## src/rtl/sinc3_pkg.sv

```systemverilog
package sinc3_pkg;

    localparam int ORDER        = 3;
    localparam int OSR_CODE_W   = 2;
    localparam int OSR_MIN_LOG2 = 5;
    localparam int OSR_MAX_LOG2 = OSR_MIN_LOG2 + (1 << OSR_CODE_W) - 1;
    localparam int ACC_W        = 1 + ORDER * OSR_MAX_LOG2;
    localparam int RES_W        = ORDER * OSR_MAX_LOG2;
    localparam int HI_W         = 16;
    localparam int LO_W         = RES_W - HI_W;
    localparam int DATA_W       = HI_W;
    localparam int NUM_CH       = 2;
    localparam int ADDR_W       = 3;
    localparam int CNT_W        = OSR_MAX_LOG2;

    typedef logic [OSR_CODE_W-1:0] osr_code_t;
    typedef logic [ACC_W-1:0]      acc_t;
    typedef logic [RES_W-1:0]      res_t;

    typedef struct packed {
        logic [HI_W-1:0] hi;
        logic [LO_W-1:0] lo;
    } res_word_t;

    typedef enum logic [ADDR_W-1:0] {
        RA_A_HI = 3'd0,
        RA_A_LO = 3'd1,
        RA_B_HI = 3'd2,
        RA_B_LO = 3'd3,
        RA_STAT = 3'd4
    } reg_addr_e;

    // Terminal count of the decimation counter for a ratio code.
    function automatic logic [CNT_W-1:0] osr_last(input osr_code_t code);
        logic [CNT_W-1:0] m;
        m = '0;
        for (int i = 0; i < CNT_W; i++) begin
            if (i < OSR_MIN_LOG2 + int'(code)) m[i] = 1'b1;
        end
        return m;
    endfunction

    // Bring a raw sum up to full result width, saturating at full scale.
    function automatic res_word_t scale_result(input acc_t raw, input osr_code_t code);
        acc_t s;
        int   sh;
        sh = ORDER * (OSR_MAX_LOG2 - OSR_MIN_LOG2 - int'(code));
        s  = raw << sh;
        return s[ACC_W-1] ? res_word_t'({RES_W{1'b1}}) : res_word_t'(s[RES_W-1:0]);
    endfunction

endpackage

```

## src/rtl/sinc3_ctrl.sv

```systemverilog
module sinc3_ctrl
    import sinc3_pkg::*;
#(
    parameter int WARMUP_OUTS = 4
) (
    input  logic      clk,
    input  logic      rst,
    input  logic      enable,
    input  osr_code_t osr_sel,
    input  logic      bit_valid,
    output logic      clr,
    output logic      strobe,
    output logic      tick,
    output logic      pub,
    output osr_code_t osr_act
);
    localparam int WARM_W = $clog2(WARMUP_OUTS + 1);

    logic [CNT_W-1:0]  cnt_q;
    logic [WARM_W-1:0] warm_q;
    logic              tick_q;
    logic              pub_q;
    osr_code_t         osr_q;

    logic restart;
    logic at_last;
    logic warm_done;

    assign restart   = !enable || (osr_sel != osr_q);
    assign at_last   = (cnt_q == osr_last(osr_q));
    assign warm_done = (warm_q == WARM_W'(WARMUP_OUTS));

    always_ff @(posedge clk) begin
        if (rst) begin
            cnt_q  <= '0;
            warm_q <= '0;
            tick_q <= 1'b0;
            pub_q  <= 1'b0;
            osr_q  <= '0;
        end else if (restart) begin
            cnt_q  <= '0;
            warm_q <= '0;
            tick_q <= 1'b0;
            pub_q  <= 1'b0;
            osr_q  <= osr_sel;
        end else begin
            tick_q <= bit_valid && at_last;
            if (bit_valid) cnt_q <= at_last ? '0 : cnt_q + 1'b1;
            pub_q <= tick_q && warm_done;
            if (tick_q && !warm_done) warm_q <= warm_q + 1'b1;
        end
    end

    assign clr     = rst || restart;
    assign strobe  = bit_valid && !restart;
    assign tick    = tick_q;
    assign pub     = pub_q;
    assign osr_act = osr_q;

endmodule

```

## src/rtl/sinc3_chan.sv

```systemverilog
module sinc3_chan
    import sinc3_pkg::*;
(
    input  logic clk,
    input  logic clr,
    input  logic strobe,
    input  logic bit_in,
    input  logic tick,
    output acc_t result
);
    acc_t integ_q [ORDER];
    acc_t dly_q   [ORDER];
    acc_t comb_in [ORDER];
    acc_t comb_out;

    // Comb chain: each stage subtracts its own delayed input.
    always_comb begin
        acc_t v;
        v = integ_q[ORDER-1];
        for (int k = 0; k < ORDER; k++) begin
            comb_in[k] = v;
            v = v - dly_q[k];
        end
        comb_out = v;
    end

    always_ff @(posedge clk) begin
        if (clr) begin
            for (int k = 0; k < ORDER; k++) begin
                integ_q[k] <= '0;
                dly_q[k]   <= '0;
            end
            result <= '0;
        end else begin
            if (strobe) begin
                integ_q[0] <= integ_q[0] + {{(ACC_W-1){1'b0}}, bit_in};
                for (int k = 1; k < ORDER; k++) begin
                    integ_q[k] <= integ_q[k] + integ_q[k-1];
                end
            end
            if (tick) begin
                for (int k = 0; k < ORDER; k++) begin
                    dly_q[k] <= comb_in[k];
                end
                result <= comb_out;
            end
        end
    end

endmodule

```

## src/rtl/sinc3_regs.sv

```systemverilog
module sinc3_regs
    import sinc3_pkg::*;
(
    input  logic                          clk,
    input  logic                          rst,
    input  logic                          enable,
    input  logic                          sync_ok,
    input  logic                          pub,
    input  osr_code_t                     osr_act,
    input  logic [NUM_CH-1:0][ACC_W-1:0]  raw,
    input  logic                          rd_en,
    input  logic [ADDR_W-1:0]             rd_addr,
    output logic [DATA_W-1:0]             rd_data,
    output logic                          buf_full,
    output logic                          overrun
);
    localparam int CH_W = (NUM_CH > 1) ? $clog2(NUM_CH) : 1;

    res_word_t         scaled [NUM_CH];
    res_word_t         held_q [NUM_CH];
    logic              full_q;
    logic              ovr_q;
    logic [DATA_W-1:0] rd_q;
    logic [DATA_W-1:0] rd_next;
    logic              do_pub;
    logic              clr_rd;
    logic [CH_W-1:0]   ch_idx;
    logic              in_range;

    for (genvar g = 0; g < NUM_CH; g++) begin : g_scale
        assign scaled[g] = scale_result(raw[g], osr_act);
    end

    assign do_pub   = pub && sync_ok && enable;
    assign clr_rd   = rd_en && (rd_addr == RA_B_HI);
    assign ch_idx   = rd_addr[CH_W:1];
    assign in_range = ({1'b0, rd_addr[ADDR_W-1:1]} < ADDR_W'(NUM_CH));

    always_ff @(posedge clk) begin
        if (rst) begin
            for (int c = 0; c < NUM_CH; c++) held_q[c] <= '0;
        end else if (do_pub) begin
            for (int c = 0; c < NUM_CH; c++) held_q[c] <= scaled[c];
        end
    end

    always_ff @(posedge clk) begin
        if (rst || !enable) begin
            full_q <= 1'b0;
            ovr_q  <= 1'b0;
        end else if (do_pub) begin
            full_q <= 1'b1;
            if (full_q && !clr_rd) ovr_q <= 1'b1;
        end else if (clr_rd) begin
            full_q <= 1'b0;
        end
    end

    always_comb begin
        res_word_t sel;
        sel     = held_q[ch_idx];
        rd_next = '0;
        if (rd_addr == RA_STAT) begin
            rd_next = {{(DATA_W-2){1'b0}}, ovr_q, full_q};
        end else if (in_range) begin
            rd_next = rd_addr[0] ? DATA_W'(sel.lo) : sel.hi;
        end
    end

    always_ff @(posedge clk) begin
        if (rst)        rd_q <= '0;
        else if (rd_en) rd_q <= rd_next;
    end

    assign rd_data  = rd_q;
    assign buf_full = full_q;
    assign overrun  = ovr_q;

endmodule

```

## src/rtl/sinc3_dual_decim.sv

```systemverilog
module sinc3_dual_decim
    import sinc3_pkg::*;
#(
    parameter int WARMUP_OUTS = 4
) (
    input  logic                  clk,
    input  logic                  rst,
    input  logic                  enable,
    input  logic [OSR_CODE_W-1:0] osr_sel,
    input  logic                  sync_ok,
    input  logic                  bit_valid,
    input  logic                  bit_a,
    input  logic                  bit_b,
    input  logic                  rd_en,
    input  logic [ADDR_W-1:0]     rd_addr,
    output logic [DATA_W-1:0]     rd_data,
    output logic                  buf_full,
    output logic                  overrun
);
    logic                         clr_w;
    logic                         strobe_w;
    logic                         tick_w;
    logic                         pub_w;
    osr_code_t                    osr_w;
    logic [NUM_CH-1:0]            bits_w;
    logic [NUM_CH-1:0][ACC_W-1:0] raw_w;

    assign bits_w = {bit_b, bit_a};

    sinc3_ctrl #(.WARMUP_OUTS(WARMUP_OUTS)) u_ctrl (
        .clk       (clk),
        .rst       (rst),
        .enable    (enable),
        .osr_sel   (osr_sel),
        .bit_valid (bit_valid),
        .clr       (clr_w),
        .strobe    (strobe_w),
        .tick      (tick_w),
        .pub       (pub_w),
        .osr_act   (osr_w)
    );

    for (genvar g = 0; g < NUM_CH; g++) begin : g_chan
        sinc3_chan u_chan (
            .clk    (clk),
            .clr    (clr_w),
            .strobe (strobe_w),
            .bit_in (bits_w[g]),
            .tick   (tick_w),
            .result (raw_w[g])
        );
    end

    sinc3_regs u_regs (
        .clk      (clk),
        .rst      (rst),
        .enable   (enable),
        .sync_ok  (sync_ok),
        .pub      (pub_w),
        .osr_act  (osr_w),
        .raw      (raw_w),
        .rd_en    (rd_en),
        .rd_addr  (rd_addr),
        .rd_data  (rd_data),
        .buf_full (buf_full),
        .overrun  (overrun)
    );

endmodule

```

## config.mk

```make
export PLATFORM = sky130hd
export DESIGN_NAME = sinc3_dual_decim
export DESIGN_NICKNAME = d
export VERILOG_FILES = /design/src/rtl/sinc3_pkg.sv /design/src/rtl/sinc3_ctrl.sv /design/src/rtl/sinc3_chan.sv /design/src/rtl/sinc3_regs.sv /design/src/rtl/sinc3_dual_decim.sv
export SDC_FILE = /design/constraint.sdc
export NUM_CORES = 1
export LEC_CHECK = 0
export BUFFER_PORTS_ARGS = -buffer_cell sky130_fd_sc_hd__buf_2
export CAP_MARGIN = 10
export CORE_MARGIN = 4
export CORE_UTILIZATION = 52
export CTS_BUF_LIST = sky130_fd_sc_hd__clkbuf_8
export CTS_CLUSTER_SIZE = 16
export DETAILED_ROUTE_END_ITERATION = 10
export GPL_ROUTABILITY_DRIVEN = 0
export PLACE_DENSITY = 0.67
export SYNTH_ARGS = -nofsm -noshare
export SYNTH_HDL_FRONTEND = slang
export SYNTH_SLANG_ARGS = --single-unit
export TNS_END_PERCENT = 30
```

## constraint.sdc

```tcl
create_clock -name clk -period 7.4 [get_ports clk]
set_input_delay 1.11 -clock clk [delete_from_list [all_inputs] [get_ports clk]]
set_output_delay 1.11 -clock clk [all_outputs]
set_load 0.02 [all_outputs]
```

==> impl_metrics.json, run 1 <==
{
  "via_per_inst": 5.48,
  "rsz0062_at_grt": "no",
  "synthCells": 3012,
  "cts_resized": 0,
  "antenna_left": 0,
  "synth_edf_count": 348,
  "synth_nets": 3286,
  "synthFlopType": "edfxtp_1",
  "arrival_ns": 6.39,
  "async_flop_share": 0,
  "p_total_mw": 8.18,
  "syn_area_sq_um": 29300,
  "status": "finished clean",
  "cellPowerDensity_nw_per_um2": 258,
  "yosysWarnings": 0,
  "min_period_ns": 5.86,
  "maxSlewViolCount": 0,
  "drive_above_1_share": 0.0723,
  "drt_drc_violations_left": 0,
  "final.period_utilization": 0.792,
  "finClkSkew_ns": 0.0289,
  "syn_avg_cell_area_sq_um": 9.74,
  "cts_root_buf": "clkbuf_8",
  "cap_violations": 0,
  "track_usage": 0.193,
  "cts-buffers-inserted": 77,
  "fp.dieArea_sq_um": 60300,
  "final_common_cell": "nor2_1",
  "grt_pass1_vias": 20800,
  "holdCritPathClass": "reg -> reg",
  "first_pass_iters": 5,
  "area_growth_pct": 8.19,
  "io_buffers": 30,
  "grt_remaining_overflow": 0,
  "yosysSeqAreaShare": 0.413,
  "crit_path_max_fanout": 6,
  "tightest_slew_ns": 1.17,
  "die_w_um": 246,
  "final.setup.tns_ns": 0,
  "wire_per_inst_um": 15.0,
  "num_antenna_cells": 0,
  "final_cell_mix": "nor2_1 (355), edfxtp_1 (348), a21oi_1 (257)",
  "antenna_found_initial": 0,
  "leakagePower_nw": 13.2,
  "ir_worst_vdd_mv": 0.128,
  "hold_viol_final": 0,
  "vias": 21100,
  "clk_pin_slew_ns": 0.06,
  "fmax_ghz": 0.171,
  "ctsHoldBuffers": 0,
  "synthDistinctLibCells": 79,
  "drt_iter0_drc": 1184,
  "ys_seq_elements": 431,
  "setup_viol": 0,
  "ios": 31,
  "cts_max_path_buffers": 3,
  "die_h_um": 246,
  "cts_tree": "built",
  "nFillCells": 4756,
  "startpoint_type": "register",
  "grt_pass1_wl_um": 98300,
  "slew_headroom": 0.214,
  "num_rows": 86,
  "required_ns": 7.92,
  "coreArea_sq_um": 55500,
  "critical_path_class": "reg -> reg",
  "cp-end-kind": "register",
  "cts_max_level": 3,
  "start_util": 0.529,
  "nets": 3318,
  "dp_hpwl_um": 41900,
  "clkLatencyLatePin_ns": 0.66,
  "wl_um": 57600,
  "grt_start_max_net_pins": 126,
  "post_cts_buffers": 0,
  "cts_sinks": 431
}
## power by group
group	switching (mW)	total [mW]	internal, mW
combinational	1.85	3.29	1.43
clock	0.976	2.19	1.21
sequential	0.0371	2.71	2.67
## final cells by class
cell class | count | area [sq um] | area share
sequential | 431 | 12100 | 0.382
clock buffer | 87 | 1200 | 0.0377
clock inverter | 46 | 302 | 0.00950
timing repair buffer | 44 | 265 | 0.00835
tap | 748 | 936 | 0.0295
multi-input combinational | 2263 | 16100 | 0.506
inverter | 227 | 857 | 0.0270
## registers in the layout (all words and copies together) (netlist names), 2 cells and up
register and cells:
g_chan.u_chan.dly_q 150, g_chan.u_chan.integ_q 150, g_chan.u_chan.result 50, u_ctrl.cnt_q 8, u_ctrl.osr_act 2, u_ctrl.warm_q 3
u_regs.held_q 48, u_regs.rd_data 16
## critical path, stage by stage (launching register included)
cell	delay [ns]
edfxtp_1	0.41
ha_1	0.29
nor2b_1	0.12
o21ai_1	0.08
a21oi_1	0.20
o21ai_1	0.09
a21oi_1	0.25
a2bb2oi_1	0.28
a21oi_1	0.14
xnor2_1	0.21
ha_1	0.32
and3_1	0.19
o211ai_1	0.19
a21boi_1	0.09
a311oi_1	0.47
o21ai_0	0.24
a311oi_1	0.30
nor2_1	0.09
ha_1	0.38
nand4_1	0.16
nor2_1	0.16
nand2_1	0.08
o21ai_1	0.19
a21oi_1	0.11
o21ai_0	0.21
a21oi_1	0.11
xnor3_1	0.18
a22o_1	0.19
## path summary, 6_finish.rpt
| kind | startpoint | end | slack (ns) | depth (start not counted) |
|---|---|---|---|---|
| max reg2reg | g_chan[1].u_chan.integ_q[0][51] | g_chan[1].u_chan.result[24] | 1.54 | 27 |
| max | g_chan[1].u_chan.integ_q[0][51] | g_chan[1].u_chan.result[24] | 1.54 | 27 |
| min reg2reg | g_chan[0].u_chan.result[24] | g_chan[0].u_chan.result[24] | 0.45 | 2 |
| min | g_chan[0].u_chan.result[24] | g_chan[0].u_chan.result[24] | 0.45 | 2 |
## through the flow
stage | instance area [sq um] | utilization | setup WS (ns) | hold slack (ns) | cells
6_report | 31800 | 0.572 | 1.54 | 0.452 | 3846
5_1_grt | 31800 | 0.572 | 0.921 | 0.489 | 3846
4_1_cts | 31700 | 0.572 | 1.55 | 0.454 | 3845
3_5_place_dp | 30200 | 0.545 | 1.59 | 0.445 | 3712
3_3_place_gp | 30200 | 0.545 | 1.68 | 0.448 | 3712
2_1_floorplan | 29300 | - | 2.17 | 0.422 | 3012
## cells in the mapped netlist (35+ instances only)
master,n,area share
a21o_1,108,0.028
a21oi_1,257,0.044
and2_1,145,0.031
clkbuf_1,74,0.0095
dfxtp_1,83,0.057
edfxtp_1,348,0.36
ha_1,251,0.11
inv_1,224,0.029
mux2i_1,70,0.024
nand2_1,142,0.018
nand2b_1,35,0.0075
nand3_1,55,0.0094
nor2_1,356,0.046
nor2b_1,43,0.0092
o21ai_0,98,0.017
o21ai_1,51,0.0087
xnor2_1,155,0.046
xor2_1,102,0.030
## kinds of logic (layout without fill, tap and decap cells)
logic type | Yosys count | count (layout) | share of synthesized area
mux | 113 | 113 | 0.0511
xor+xnor | 259 | 259 | 0.0780
flops | 431 | 431 | 0.413
buf+inv | 318 | 404 | 0.0407
simple gates | 893 | 893 | 0.146
fa+ha+maj | 261 | 261 | 0.114
compound gates | 737 | 737 | 0.158
## layer usage
layer  GRT usage  up-vias  wire [um]
li1            -    10800          -
met1       0.246     9763      26600
met2       0.333      339      27400
met3      0.0291      122       1930
met4      0.0712        0       1650
met5           0        -          0
Power figures use the tool's default switching activity.
==> inputs of run 2 (changes only) <==
Clock period 7.4 ns to 5.5 ns, I/O delays scaled along.
==> impl_metrics.json, run 2 (synthesized netlist as in run 1, its figures left out) <==
{
  "reg_top3": "g_chan.u_chan.dly_q (150), g_chan.u_chan.integ_q (150), g_chan.u_chan.result (50)",
  "final.setup.tns_ns": 0,
  "track_usage": 0.192,
  "critical_path_class": "reg -> reg",
  "antenna_found_initial": 1,
  "crit_slowest_cell": "edfxtp_1",
  "final_cell_mix": "nor2_1 (352), edfxtp_1 (348), inv_1 (243)",
  "cts_sinks": 431,
  "dpl-instance-area_sq_um": 30500,
  "cellPowerDensity_nw_per_um2": 355,
  "cts_tree": "built",
  "grt_pass1_wl_um": 98200,
  "fin_util": 0.584,
  "arrival_ns": 5.85,
  "crit-reg2reg-launch": "g_chan[0].u_chan.dly_q[0][1]",
  "holdPathStages": 2,
  "setup_viol": 0,
  "grt_start_max_net_pins": 138,
  "drt_drc_violations_left": 0,
  "final_common_cell": "nor2_1",
  "cp_top_family": "compound AO/OA/AOI/OAI gates",
  "crit_path_max_fanout": 3,
  "dp_hpwl_um": 42400,
  "die_w_um": 246,
  "fmax_ghz": 0.188,
  "drt_iter0_drc": 1061,
  "vias": 21400,
  "clk_pin_slew_ns": 0.06,
  "final.period_utilization": 0.968,
  "r2r_cells": 31,
  "via_per_inst": 5.50,
  "clkLatencyLatePin_ns": 0.66,
  "max_stage_delay_ns": 0.42,
  "ctsHoldBuffers": 0,
  "finish.instance_area_sq_um": 32400,
  "grt_remaining_overflow": 0,
  "start_util": 0.529,
  "hold_viol_final": 0,
  "die_h_um": 246,
  "holdCritPathClass": "in -> reg",
  "startpoint_type": "register",
  "min_period_ns": 5.32,
  "first_pass_iters": 5,
  "r2r-end": "g_chan[0].u_chan.result[22]",
  "num_rows": 86,
  "multi_input_area_sq_um": 16400,
  "coreArea_sq_um": 55500,
  "nets": 3368,
  "cts_max_level": 3,
  "required_ns": 6.03,
  "rsz0062_at_grt": "yes",
  "fp.dieArea_sq_um": 60300,
  "nFillCells": 4708,
  "cap_violations": 0,
  "area_growth_pct": 10.6,
  "io_buffers": 30,
  "wire_per_inst_um": 15.1,
  "ir_worst_vdd_mv": 0.246,
  "post-place-ws_ns": -0.0812,
  "grt_pass1_vias": 21000,
  "cts_root_buf": "clkbuf_8",
  "ios": 31,
  "whs_endpoint": "u_ctrl.osr_act[1]",
  "worst-path-buf-inv": 2,
  "cts_max_path_buffers": 3,
  "p_total_mw": 11.5,
  "antenna_left": 0,
  "cp-end-kind": "register",
  "cts-buffers-inserted": 77,
  "seqCellArea_sq_um": 12100,
  "finalWorstSetupSlack_ns": 0.176,
  "r2r_slack_ns": 0.18,
  "wl_um": 58700,
  "worstHoldStart": "osr_sel[1]",
  "finClkSkew_ns": 0.0253,
  "tightest_slew_ns": 1.10,
  "status": "finished clean",
  "leakagePower_nw": 13.5,
  "slew_headroom": 0.258,
  "maxSlewViolCount": 0,
  "drive_above_1_share": 0.110
}
==> run 2: cell count changes in the layout (fill, tap and decap cells not counted), sizes merged <==
cell	previous run	this run
bufinv	4	2
clkinv	19	28
diode	0	1
inv	249	247
buf	43	93
clkinvlp	1	2
clkbuf	88	86
==> run 2: worst max-delay path by stage <==
stage / from / endpoint / cells past startpoint
after CTS: g_chan[1].u_chan.integ_q[0][51] / g_chan[1].u_chan.result[24] / 30
after detailed placement: g_chan[1].u_chan.integ_q[0][50] / g_chan[1].u_chan.result[24] / 27
after global placement: g_chan[1].u_chan.integ_q[0][50] / g_chan[1].u_chan.result[24] / 26
after floorplan: g_chan[1].u_chan.integ_q[0][50] / g_chan[1].u_chan.result[24] / 26
final: g_chan[0].u_chan.dly_q[0][1] / g_chan[0].u_chan.result[22] / 31
after global routing: g_chan[0].u_chan.dly_q[0][1] / g_chan[0].u_chan.result[22] / 33
==> run 2: timing repair <==
item / in CTS / in global routing
pin swaps: 1 / 77
setup buffers: 0 / 21
gates resized for setup: 4 / 83
cloned: 0 / 0
setup endpoints to repair: 3 / 16
==> run 2: where the power goes <==
part / switching (mW) / total, mW / internal, mW
Clock: 1.33 / 2.84 / 1.51
Sequential: 0.0499 / 3.64 / 3.59
Combinational: 2.74 / 5.04 / 2.30
Total: 4.12 / 11.5 / 7.41
==> run 2: cell type report <==
cell class | count | share of cell area
Antenna cell | 1 | 0.0000771
Tap cell | 748 | 0.0288
Clock inverter | 52 | 0.00864
Clock buffer | 85 | 0.0361
Timing Repair Buffer | 94 | 0.0206
Inverter | 227 | 0.0264
Multi-Input combinational cell | 2263 | 0.506
Sequential cell | 431 | 0.373
==> run 2: through the flow <==
step	instances	hold WS (ns)
3_5_place_dp	3740	0.451
4_1_cts	3877	0.366
6_report	3901	0.435
5_1_grt	3901	0.408
2_1_floorplan	3012	0.422
3_3_place_gp	3740	0.449
==> run 2: metal layers <==
metal	global-route usage	wire length [um]	vias to the layer above	share of wire
met2	0.332	27900	402	0.47
li1	-	-	10900	-
met1	0.244	26800	9985	0.46
met3	0.0303	2300	132	0.039
met5	0	0	-	0
met4	0.0707	1750	0	0.030
